==> config.mk <==
export PLATFORM = sky130hd
export DESIGN_NAME = spi_fifo_irq_ctrl
export DESIGN_NICKNAME = d
export VERILOG_FILES = /design/src/rtl/spi_fifo_irq_pkg.sv /design/src/rtl/spi_byte_fifo.sv /design/src/rtl/spi_irq_status.sv /design/src/rtl/spi_fifo_irq_ctrl.sv
export SDC_FILE = /design/constraint.sdc
export NUM_CORES = 2
export LEC_CHECK = 0
export ABC_AREA = 1
export BUFFER_PORTS_ARGS = -buffer_cell sky130_fd_sc_hd__buf_2
export CORE_AREA = 5 5 415 457
export CTS_BUF_LIST = sky130_fd_sc_hd__clkbuf_16
export DETAILED_ROUTE_END_ITERATION = 8
export DIE_AREA = 0 0 420 462
export MAX_ROUTING_LAYER = met4
export PLACE_DENSITY = 0.71
export RECOVER_POWER = 50
export SYNTH_ARGS = -nofsm -noshare
export SYNTH_HDL_FRONTEND = slang
export SYNTH_SLANG_ARGS = --single-unit
==> constraint.sdc <==
create_clock -name clk -period 4.9 [get_ports clk]
set_clock_uncertainty 0.1 [all_clocks]
set_input_delay 0.98 -clock clk [delete_from_list [all_inputs] [get_ports clk]]
set_output_delay 0.98 -clock clk [all_outputs]
set_load 0.01 [all_outputs]
==> src/rtl/spi_fifo_irq_pkg.sv <==
package spi_fifo_irq_pkg;

    localparam int DATA_W  = 8;
    localparam int REG_W   = 32;
    localparam int ADDR_W  = 2;
    localparam int FIELD_W = 8;

    typedef enum logic [ADDR_W-1:0] {
        A_IRQ_EN   = 2'd0,
        A_IRQ_STAT = 2'd1,
        A_Q_CFG    = 2'd2,
        A_Q_LVL    = 2'd3
    } reg_addr_e;

    // bit positions of the interrupt word, decoded by software
    localparam int B_RX_RDY   = 0;
    localparam int B_TX_REQ   = 4;
    localparam int B_RX_OVF   = 8;
    localparam int B_XFER_END = 12;

    // queue configuration and level word fields
    localparam int RX_TRIG_LSB = 0;
    localparam int RX_FLUSH_B  = 15;
    localparam int TX_TRIG_LSB = 16;
    localparam int TX_FLUSH_B  = 31;
    localparam int RX_LVL_LSB  = 0;
    localparam int TX_LVL_LSB  = 16;

    typedef struct packed {
        logic xfer_end;
        logic rx_ovf;
        logic tx_req;
        logic rx_rdy;
    } irq_vec_t;

    typedef struct packed {
        logic [FIELD_W-1:0] tx_trig;
        logic [FIELD_W-1:0] rx_trig;
        logic               tx_flush;
        logic               rx_flush;
    } q_cfg_t;

    function automatic irq_vec_t word_to_irq(input logic [REG_W-1:0] w);
        irq_vec_t v;
        v.rx_rdy   = w[B_RX_RDY];
        v.tx_req   = w[B_TX_REQ];
        v.rx_ovf   = w[B_RX_OVF];
        v.xfer_end = w[B_XFER_END];
        return v;
    endfunction

    function automatic logic [REG_W-1:0] irq_to_word(input irq_vec_t v);
        logic [REG_W-1:0] w;
        w               = '0;
        w[B_RX_RDY]     = v.rx_rdy;
        w[B_TX_REQ]     = v.tx_req;
        w[B_RX_OVF]     = v.rx_ovf;
        w[B_XFER_END]   = v.xfer_end;
        return w;
    endfunction

    function automatic logic [REG_W-1:0] cfg_to_word(input q_cfg_t c);
        logic [REG_W-1:0] w;
        w                                  = '0;
        w[RX_TRIG_LSB +: FIELD_W]          = c.rx_trig;
        w[TX_TRIG_LSB +: FIELD_W]          = c.tx_trig;
        w[RX_FLUSH_B]                      = c.rx_flush;
        w[TX_FLUSH_B]                      = c.tx_flush;
        return w;
    endfunction

endpackage

==> src/rtl/spi_byte_fifo.sv <==
module spi_byte_fifo #(
    parameter int DEPTH = 128,
    parameter int WIDTH = 8,
    localparam int PTR_W = $clog2(DEPTH),
    localparam int CNT_W = $clog2(DEPTH + 1)
) (
    input  logic             clk,
    input  logic             rst,
    input  logic             flush,
    input  logic             push,
    input  logic [WIDTH-1:0] push_data,
    input  logic             pop,
    output logic [WIDTH-1:0] head,
    output logic [CNT_W-1:0] level,
    output logic             full,
    output logic             push_drop
);

    logic [WIDTH-1:0] mem [DEPTH];
    logic [PTR_W-1:0] wr_ptr;
    logic [PTR_W-1:0] rd_ptr;
    logic             empty;
    logic             do_push;
    logic             do_pop;

    assign full      = (level == CNT_W'(DEPTH));
    assign empty     = (level == '0);
    assign do_push   = push && !full;
    assign do_pop    = pop && !empty;
    assign push_drop = push && full;
    assign head      = mem[rd_ptr];

    always_ff @(posedge clk) begin
        if (do_push && !flush) begin
            mem[wr_ptr] <= push_data;
        end
    end

    always_ff @(posedge clk) begin
        if (rst || flush) begin
            wr_ptr <= '0;
            rd_ptr <= '0;
            level  <= '0;
        end else begin
            if (do_push) wr_ptr <= wr_ptr + 1'b1;
            if (do_pop)  rd_ptr <= rd_ptr + 1'b1;
            case ({do_push, do_pop})
                2'b10:   level <= level + 1'b1;
                2'b01:   level <= level - 1'b1;
                default: level <= level;
            endcase
        end
    end

    AST_LEVEL_BOUND: assert property (@(posedge clk) disable iff (rst)
        level <= CNT_W'(DEPTH));
    AST_FULL_DROP: assert property (@(posedge clk) disable iff (rst)
        (full && push && !pop && !flush) |=> full);
    AST_EMPTY_POP: assert property (@(posedge clk) disable iff (rst)
        (empty && pop && !push && !flush) |=> (level == '0));
    AST_FLUSH_EMPTY: assert property (@(posedge clk) disable iff (rst)
        flush |=> (level == '0));

endmodule

==> src/rtl/spi_irq_status.sv <==
module spi_irq_status
    import spi_fifo_irq_pkg::*;
(
    input  logic     clk,
    input  logic     rst,
    input  irq_vec_t evt,
    input  irq_vec_t clr,
    input  logic     en_wr,
    input  irq_vec_t en_wdata,
    output irq_vec_t status,
    output irq_vec_t enable,
    output logic     irq
);

    irq_vec_t status_nxt;

    always_comb begin
        status_nxt = irq_vec_t'((status | evt) & ~clr);
    end

    always_ff @(posedge clk) begin
        if (rst) begin
            status <= '0;
            enable <= '0;
        end else begin
            status <= status_nxt;
            if (en_wr) enable <= en_wdata;
        end
    end

    assign irq = |(status & enable);

    AST_CLEAR_WINS: assert property (@(posedge clk) disable iff (rst)
        clr.xfer_end |=> !status.xfer_end);
    AST_STICKY_OVF: assert property (@(posedge clk) disable iff (rst)
        (status.rx_ovf && !clr.rx_ovf) |=> status.rx_ovf);
    AST_OVF_SET: assert property (@(posedge clk) disable iff (rst)
        (evt.rx_ovf && !clr.rx_ovf) |=> status.rx_ovf);
    AST_END_SET: assert property (@(posedge clk) disable iff (rst)
        (evt.xfer_end && !clr.xfer_end) |=> status.xfer_end);
    AST_IRQ_MASKED: assert property (@(posedge clk) disable iff (rst)
        (enable == '0) |-> !irq);

endmodule

==> src/rtl/spi_fifo_irq_ctrl.sv <==
module spi_fifo_irq_ctrl
    import spi_fifo_irq_pkg::*;
#(
    parameter int DEPTH = 128,
    localparam int CNT_W = $clog2(DEPTH + 1)
) (
    input  logic              clk,
    input  logic              rst,
    input  logic              reg_wr,
    input  logic [ADDR_W-1:0] reg_addr,
    input  logic [REG_W-1:0]  reg_wdata,
    output logic [REG_W-1:0]  reg_rdata,
    input  logic              host_tx_push,
    input  logic [DATA_W-1:0] host_tx_data,
    input  logic              host_rx_pop,
    output logic [DATA_W-1:0] host_rx_data,
    input  logic              core_tx_pop,
    output logic [DATA_W-1:0] core_tx_data,
    output logic [CNT_W-1:0]  core_tx_level,
    input  logic              core_rx_push,
    input  logic [DATA_W-1:0] core_rx_data,
    output logic [CNT_W-1:0]  core_rx_level,
    input  logic              core_xfer_done,
    output logic              irq
);

    reg_addr_e addr;
    q_cfg_t    cfg;
    irq_vec_t  evt, clr, status, enable;
    logic      wr_en, wr_stat, wr_cfg;
    logic      tx_flush_now, rx_flush_now;
    logic      tx_full, rx_full, tx_drop, rx_drop;

    assign addr    = reg_addr_e'(reg_addr);
    assign wr_en   = reg_wr && (addr == A_IRQ_EN);
    assign wr_stat = reg_wr && (addr == A_IRQ_STAT);
    assign wr_cfg  = reg_wr && (addr == A_Q_CFG);

    assign tx_flush_now = wr_cfg && reg_wdata[TX_FLUSH_B];
    assign rx_flush_now = wr_cfg && reg_wdata[RX_FLUSH_B];

    always_ff @(posedge clk) begin
        if (rst) begin
            cfg <= '0;
        end else begin
            cfg.tx_flush <= tx_flush_now;
            cfg.rx_flush <= rx_flush_now;
            if (wr_cfg) begin
                cfg.rx_trig <= reg_wdata[RX_TRIG_LSB +: FIELD_W];
                cfg.tx_trig <= reg_wdata[TX_TRIG_LSB +: FIELD_W];
            end
        end
    end

    spi_byte_fifo #(.DEPTH(DEPTH), .WIDTH(DATA_W)) u_txq (
        .clk       (clk),
        .rst       (rst),
        .flush     (tx_flush_now),
        .push      (host_tx_push),
        .push_data (host_tx_data),
        .pop       (core_tx_pop),
        .head      (core_tx_data),
        .level     (core_tx_level),
        .full      (tx_full),
        .push_drop (tx_drop)
    );

    spi_byte_fifo #(.DEPTH(DEPTH), .WIDTH(DATA_W)) u_rxq (
        .clk       (clk),
        .rst       (rst),
        .flush     (rx_flush_now),
        .push      (core_rx_push),
        .push_data (core_rx_data),
        .pop       (host_rx_pop),
        .head      (host_rx_data),
        .level     (core_rx_level),
        .full      (rx_full),
        .push_drop (rx_drop)
    );

    always_comb begin
        evt.rx_rdy   = FIELD_W'(core_rx_level) >= cfg.rx_trig;
        evt.tx_req   = FIELD_W'(core_tx_level) <= cfg.tx_trig;
        evt.rx_ovf   = rx_drop;
        evt.xfer_end = core_xfer_done;
        clr          = wr_stat ? word_to_irq(reg_wdata) : irq_vec_t'('0);
    end

    spi_irq_status u_irq (
        .clk      (clk),
        .rst      (rst),
        .evt      (evt),
        .clr      (clr),
        .en_wr    (wr_en),
        .en_wdata (word_to_irq(reg_wdata)),
        .status   (status),
        .enable   (enable),
        .irq      (irq)
    );

    always_comb begin
        reg_rdata = '0;
        case (addr)
            A_IRQ_EN:   reg_rdata = irq_to_word(enable);
            A_IRQ_STAT: reg_rdata = irq_to_word(status);
            A_Q_CFG:    reg_rdata = cfg_to_word(cfg);
            A_Q_LVL: begin
                reg_rdata[RX_LVL_LSB +: FIELD_W] = FIELD_W'(core_rx_level);
                reg_rdata[TX_LVL_LSB +: FIELD_W] = FIELD_W'(core_tx_level);
            end
            default:    reg_rdata = '0;
        endcase
    end

    AST_TX_FLUSH_SELFCLR: assert property (@(posedge clk) disable iff (rst)
        (cfg.tx_flush && !tx_flush_now) |=> !cfg.tx_flush);
    AST_RX_FLUSH_SELFCLR: assert property (@(posedge clk) disable iff (rst)
        (cfg.rx_flush && !rx_flush_now) |=> !cfg.rx_flush);
    AST_OVF_HOLDS_LEVEL: assert property (@(posedge clk) disable iff (rst)
        (rx_full && core_rx_push && !host_rx_pop && !rx_flush_now) |=> rx_full);
    AST_TX_REQ_TRACK: assert property (@(posedge clk) disable iff (rst)
        (evt.tx_req && !clr.tx_req) |=> status.tx_req);

endmodule

==> impl_results.html <==
<table>
<tr><th>Metric</th><th>Value</th></tr>
<tr><th colspan="2">Cells and area</th></tr>
<tr><td>Fin cells</td><td>10,300</td></tr>
<tr><td>Area of all sequential standard cells</td><td>63,200 µm²</td></tr>
<tr><td>Number of nets in the final layout</td><td>7,739</td></tr>
<tr><td>Area of the multi-input gates</td><td>21,800 µm²</td></tr>
<tr><td>Area overhead of the layout relative to synthesis</td><td>9.96%</td></tr>
<tr><td>Fraction of final layout cells sized beyond drive strength 1</td><td>0.0607</td></tr>
<tr><td>Layout filler cell count</td><td>15,400</td></tr>
<tr><th colspan="2">Critical path</th></tr>
<tr><td>Reg2reg setup slack</td><td>1.46 ns</td></tr>
<tr><td>Worst path slowest cell</td><td>sky130_fd_sc_hd__dfxtp_4</td></tr>
<tr><td>Crit Path Class</td><td>flop to primary output</td></tr>
<tr><td>Setup crit end kind</td><td>primary output</td></tr>
<tr><td>CP required</td><td>3.82 ns</td></tr>
<tr><td>Cell-by-cell listing of the critical path</td><td>buf_12, nand2_1, nand3_1, nand3_1, nand3_1, nand2_1, nand2_1, nand3_1, nand2_1, nand2_1, nand2_1, buf_2</td></tr>
<tr><td>Most common cell type on the critical path</td><td>sky130_fd_sc_hd__nand2_1</td></tr>
<tr><td>Critical path data arrival time</td><td>3.67 ns</td></tr>
<tr><td>Reg-to-reg endpoint</td><td>u_txq.mem[85][5]</td></tr>
<tr><td>Largest stage delay on the critical path</td><td>0.54 ns</td></tr>
<tr><td>Maximum fanout count along the critical path</td><td>200</td></tr>
<tr><td>Worst R2R Path Depth</td><td>9</td></tr>
<tr><td>Critical path launch point type</td><td>flop</td></tr>
<tr><td>Critical path destination</td><td>core_tx_data[0]</td></tr>
<tr><td>Startpoint of the worst-slack reg-to-reg timing path</td><td>u_txq.level[1]</td></tr>
<tr><th colspan="2">Global route</th></tr>
<tr><td>Total track usage</td><td>0.224</td></tr>
<tr><td>Total gr overflow</td><td>0</td></tr>
<tr><td>Via count of the first global-routing pass</td><td>55,400</td></tr>
<tr><td>Antenna violations before repair</td><td>6</td></tr>
<tr><td>First-pass GRT wire length</td><td>326,000 µm</td></tr>
<tr><td>Largest net degree at the start of global routing</td><td>201</td></tr>
<tr><th colspan="2">Power</th></tr>
<tr><td>Static Leakage</td><td>34.2 nW</td></tr>
<tr><td>Pwr/cell area</td><td>466 nW/µm²</td></tr>
<tr><td>Peak VDD IR</td><td>485 µV</td></tr>
<tr><td>Post-route total power</td><td>45.1 mW</td></tr>
<tr><th colspan="2">Synth</th></tr>
<tr><td>Leading area contributor after synthesis</td><td>sky130_fd_sc_hd__edfxtp_1</td></tr>
<tr><td>Register area share after synthesis</td><td>0.718</td></tr>
<tr><td>Synthesized area divided by synthesized cell count</td><td>11.4 µm²</td></tr>
<tr><td>Flip-flop cell with the highest count after synthesis</td><td>sky130_fd_sc_hd__edfxtp_1</td></tr>
<tr><td>Post-synthesis compound-gate area fraction</td><td>0.00908</td></tr>
<tr><td>Fraction of synthesized area in multiplexers</td><td>0</td></tr>
<tr><td>Most area-consuming cells after synthesis</td><td>sky130_fd_sc_hd__edfxtp_1 70%, sky130_fd_sc_hd__nand2_1 11%, sky130_fd_sc_hd__nand3_1 11%</td></tr>
<tr><td>Flops &amp; latches, synth</td><td>2,132</td></tr>
<tr><td>Adder and majority cell fraction of the synthesized area</td><td>0.00449</td></tr>
<tr><td>Share of synthesized cell area in and, or, nand and nor gates</td><td>0.232</td></tr>
<tr><td>Number of instances in the synthesized netlist</td><td>7,719</td></tr>
<tr><td>Largest family of logic cells by synthesized area</td><td>simple AND/OR/NAND/NOR gates</td></tr>
<tr><td>Xor/xnor cell area share of the yosys netlist</td><td>0.00239</td></tr>
<tr><td>Share of the synthesized area in the top cell type</td><td>0.699</td></tr>
<tr><td>Yosys warning total</td><td>0</td></tr>
<tr><td>Ys async rst share</td><td>0</td></tr>
<tr><td>Number of distinct library cells after synthesis</td><td>43</td></tr>
<tr><td>Cell Area, Synth</td><td>88,000 µm²</td></tr>
<tr><td>Number of enable flip-flop cells after synthesis</td><td>2,048</td></tr>
<tr><th colspan="2">Timing</th></tr>
<tr><td>Final hold violation count</td><td>0</td></tr>
<tr><td>Achievable frequency</td><td>0.210 GHz</td></tr>
<tr><td>Max Transition Viols Final</td><td>1,576</td></tr>
<tr><td>Max-slew headroom</td><td>-1.92</td></tr>
<tr><td>Final total negative setup slack</td><td>0 ns</td></tr>
<tr><td>Hold Worst Slack</td><td>0.269 ns</td></tr>
<tr><td>Time the worst path needs with I/O delays and setup</td><td>4.75 ns</td></tr>
<tr><td>Final worst setup slack</td><td>0.148 ns</td></tr>
<tr><td>Final cycle utilization of the critical path</td><td>0.970</td></tr>
<tr><td>Slew at the pin closest to its max-slew limit</td><td>4.39 ns</td></tr>
<tr><td>Unrepaired setup endpoints after global routing</td><td>true</td></tr>
<tr><td>Count of final setup violators</td><td>0</td></tr>
<tr><th colspan="2">Floorplanning</th></tr>
<tr><td>Die Span X</td><td>420 µm</td></tr>
<tr><td># rows</td><td>166</td></tr>
<tr><td>Vertical die dimension</td><td>462 µm</td></tr>
<tr><td>Core box area</td><td>185,000 µm²</td></tr>
<tr><td>Initial cell density of the core</td><td>0.475</td></tr>
<tr><td>Overall die area</td><td>194,000 µm²</td></tr>
<tr><td>I/O pin cnt</td><td>123</td></tr>
<tr><th colspan="2">Clocking</th></tr>
<tr><td>Clock tree from TritonCTS</td><td>yes</td></tr>
<tr><td>Count of clock tree sinks</td><td>2,132</td></tr>
<tr><td>Buffer depth of the longest clock path</td><td>3</td></tr>
<tr><td>Number of buffers inserted for hold repair after clock tree synthesis</td><td>0</td></tr>
<tr><td>CTS buffer count</td><td>203</td></tr>
<tr><td>Clock Root Buffer</td><td>sky130_fd_sc_hd__clkbuf_16</td></tr>
<tr><td>CTS H-Tree Depth</td><td>4</td></tr>
<tr><td>CTS clk-pin slew, worst paths</td><td>0.06 ns</td></tr>
<tr><td>Worst-skew pair later-pin latency</td><td>0.85 ns</td></tr>
<tr><th colspan="2">Flow run</th></tr>
<tr><td>Count of maximum capacitance violations</td><td>27</td></tr>
<tr><th colspan="2">Place</th></tr>
<tr><td>Detail Placement HPWL</td><td>123,000 µm</td></tr>
<tr><td>Placer's final routability congestion estimate</td><td>0.869</td></tr>
<tr><td>Post-place setup slack</td><td>0.816 ns</td></tr>
<tr><td>Quantity of I/O buffers inserted on ports</td><td>98</td></tr>
<tr><td>Total instance count after detailed placement</td><td>9,879</td></tr>
<tr><th colspan="2">Hold path</th></tr>
<tr><td>Worst Hold Class</td><td>input port to flop</td></tr>
<tr><th colspan="2">Detailed routing</th></tr>
<tr><td>Post-detailed-routing wire length</td><td>216,000 µm</td></tr>
<tr><td>Antenna Violating Nets Remaining</td><td>0</td></tr>
<tr><td>Iteration-0 DRC Markers</td><td>6,841</td></tr>
<tr><td>WL per Instance</td><td>21.0 µm</td></tr>
<tr><td>Remaining routing DRC violations</td><td>0</td></tr>
<tr><td>Number of detailed-routing iterations run before antenna repair</td><td>8</td></tr>
<tr><td>Ratio of routed vias to standard cells</td><td>5.64</td></tr>
<tr><td>Via total after detailed routing</td><td>57,900</td></tr>
<tr><th colspan="2">Outcome</th></tr>
<tr><td>Failing checks</td><td>max-capacitance violations, max-slew violations</td></tr>
<tr><td>Outcome</td><td>complete, but fails checks</td></tr>
</table>
where the power goes:
group	internal [mW]	switching [mW]	leakage, nW
Combinational	2.65	6.70	11.7
Clock	8.51	6.84	3.37
Sequential	20.2	0.228	19.1
placed cells by master, fill, tap and decap left out, drive strengths merged, types with 2 or more instances in the layout:
cell type / count
edfxtp: 2048
nand3b: 2
o2111ai: 2
o22ai: 18
buf: 143
nor2: 318
a21oi: 76
or2: 3
clkinvlp: 11
inv: 172
xnor2: 5
nand3: 1876
clkinv: 98
conb: 12
nor4: 3
a211oi: 2
nand4: 18
dfxtp: 84
xor2: 19
ha: 30
nor3: 5
o211ai: 4
bufinv: 17
o21ai: 42
nand2: 2544
clkbuf: 265
diode: 4
stage by stage:
| stage | area (µm²) | utilization |
|---|---|---|
| floorplan | 88000 | - |
| global placement | 90300 | 0.488 |
| detailed placement | 90300 | 0.488 |
| CTS | 96900 | 0.524 |
| global route | 96700 | 0.523 |
| finish | 96700 | 0.523 |
worst min path at each step:
stage	from	endpoint	depth (start not counted)
6_report	rst	cfg[1]	2
5_1_grt	reg_wdata[8]	u_irq.status[2]	2
4_1_cts	reg_wdata[8]	u_irq.status[2]	2
3_5_place_dp	cfg[7]	cfg[7]	2
3_3_place_gp	u_irq.enable[2]	u_irq.enable[2]	2
2_1_floorplan	u_irq.enable[1]	u_irq.enable[1]	2
logic make-up (layout without fill, tap and decap cells):
family	after synthesis	count (layout)
adder cells (fa/ha/maj)	31	31
AO/OA/AOI/OAI	147	147
other	1	16
AND/OR/NAND/NOR	4772	4772
flip-flops	2132	2132
buffers and inverters	612	706
XOR/XNOR	24	24
cell usage after synthesis, types with 2 or more instances:
cell and number:
sky130_fd_sc_hd__a211oi_1 2, sky130_fd_sc_hd__a21oi_1 75, sky130_fd_sc_hd__buf_1 42, sky130_fd_sc_hd__buf_2 288, sky130_fd_sc_hd__buf_4 55, sky130_fd_sc_hd__buf_6 16, sky130_fd_sc_hd__clkbuf_1 88, sky130_fd_sc_hd__dfxtp_1 84
sky130_fd_sc_hd__edfxtp_1 2048, sky130_fd_sc_hd__ha_1 30, sky130_fd_sc_hd__inv_1 114, sky130_fd_sc_hd__inv_2 6, sky130_fd_sc_hd__inv_4 2, sky130_fd_sc_hd__nand2_1 2537, sky130_fd_sc_hd__nand2_2 7, sky130_fd_sc_hd__nand3_1 1875
sky130_fd_sc_hd__nand3b_1 2, sky130_fd_sc_hd__nand4_1 18, sky130_fd_sc_hd__nor2_1 316, sky130_fd_sc_hd__nor2_4 2, sky130_fd_sc_hd__nor3_1 5, sky130_fd_sc_hd__nor4_1 2, sky130_fd_sc_hd__o2111ai_1 2, sky130_fd_sc_hd__o211ai_1 4
sky130_fd_sc_hd__o21ai_0 41, sky130_fd_sc_hd__o22ai_1 18, sky130_fd_sc_hd__or2_2 2, sky130_fd_sc_hd__xnor2_1 5, sky130_fd_sc_hd__xor2_1 19
sequential cells by signal, summed over array words and instances, names as in the netlist, 7 cells and up, named ones only:
signal / count
cfg: 18
u_rxq.mem: 1024
u_rxq.rd_ptr: 7
u_txq.wr_ptr: 7
u_txq.level: 8
u_txq.rd_ptr: 7
u_rxq.wr_ptr: 7
u_rxq.level: 8
u_txq.mem: 1024
critical path, delay by kind of cell (launching register included):
family	cells	cell delay, ns
flip-flops	1	0.54
AND/OR/NAND/NOR	10	1.23
buffers and inverters	2	0.62
per-layer routing:
layer | vias up | routed length (µm) | track usage | part of all wire
li1 | 26900 | - | - | -
met1 | 28000 | 83700 | 0.285 | 0.39
met2 | 2589 | 107000 | 0.368 | 0.50
met3 | 476 | 17100 | 0.0320 | 0.079
met4 | 0 | 7740 | 0.0830 | 0.036
met5 | - | 0 | - | 0
timing repair:
action | CTS | global route
endpoints found under the setup margin | 5 | 10
resized for setup | 1 | 1
buffers inserted | 0 | 2
final cells by class:
class / instances / share of cell area
Clock buffer: 204 / 0.0528
Inverter: 123 / 0.00554
Antenna cell: 4 / 0.000103
Multi-Input combinational cell: 4986 / 0.226
Clock inverter: 175 / 0.0153
Sequential cell: 2132 / 0.653
Tap cell: 2436 / 0.0315
Timing Repair Buffer: 204 / 0.0158
Power figures use the tool's default switching activity.
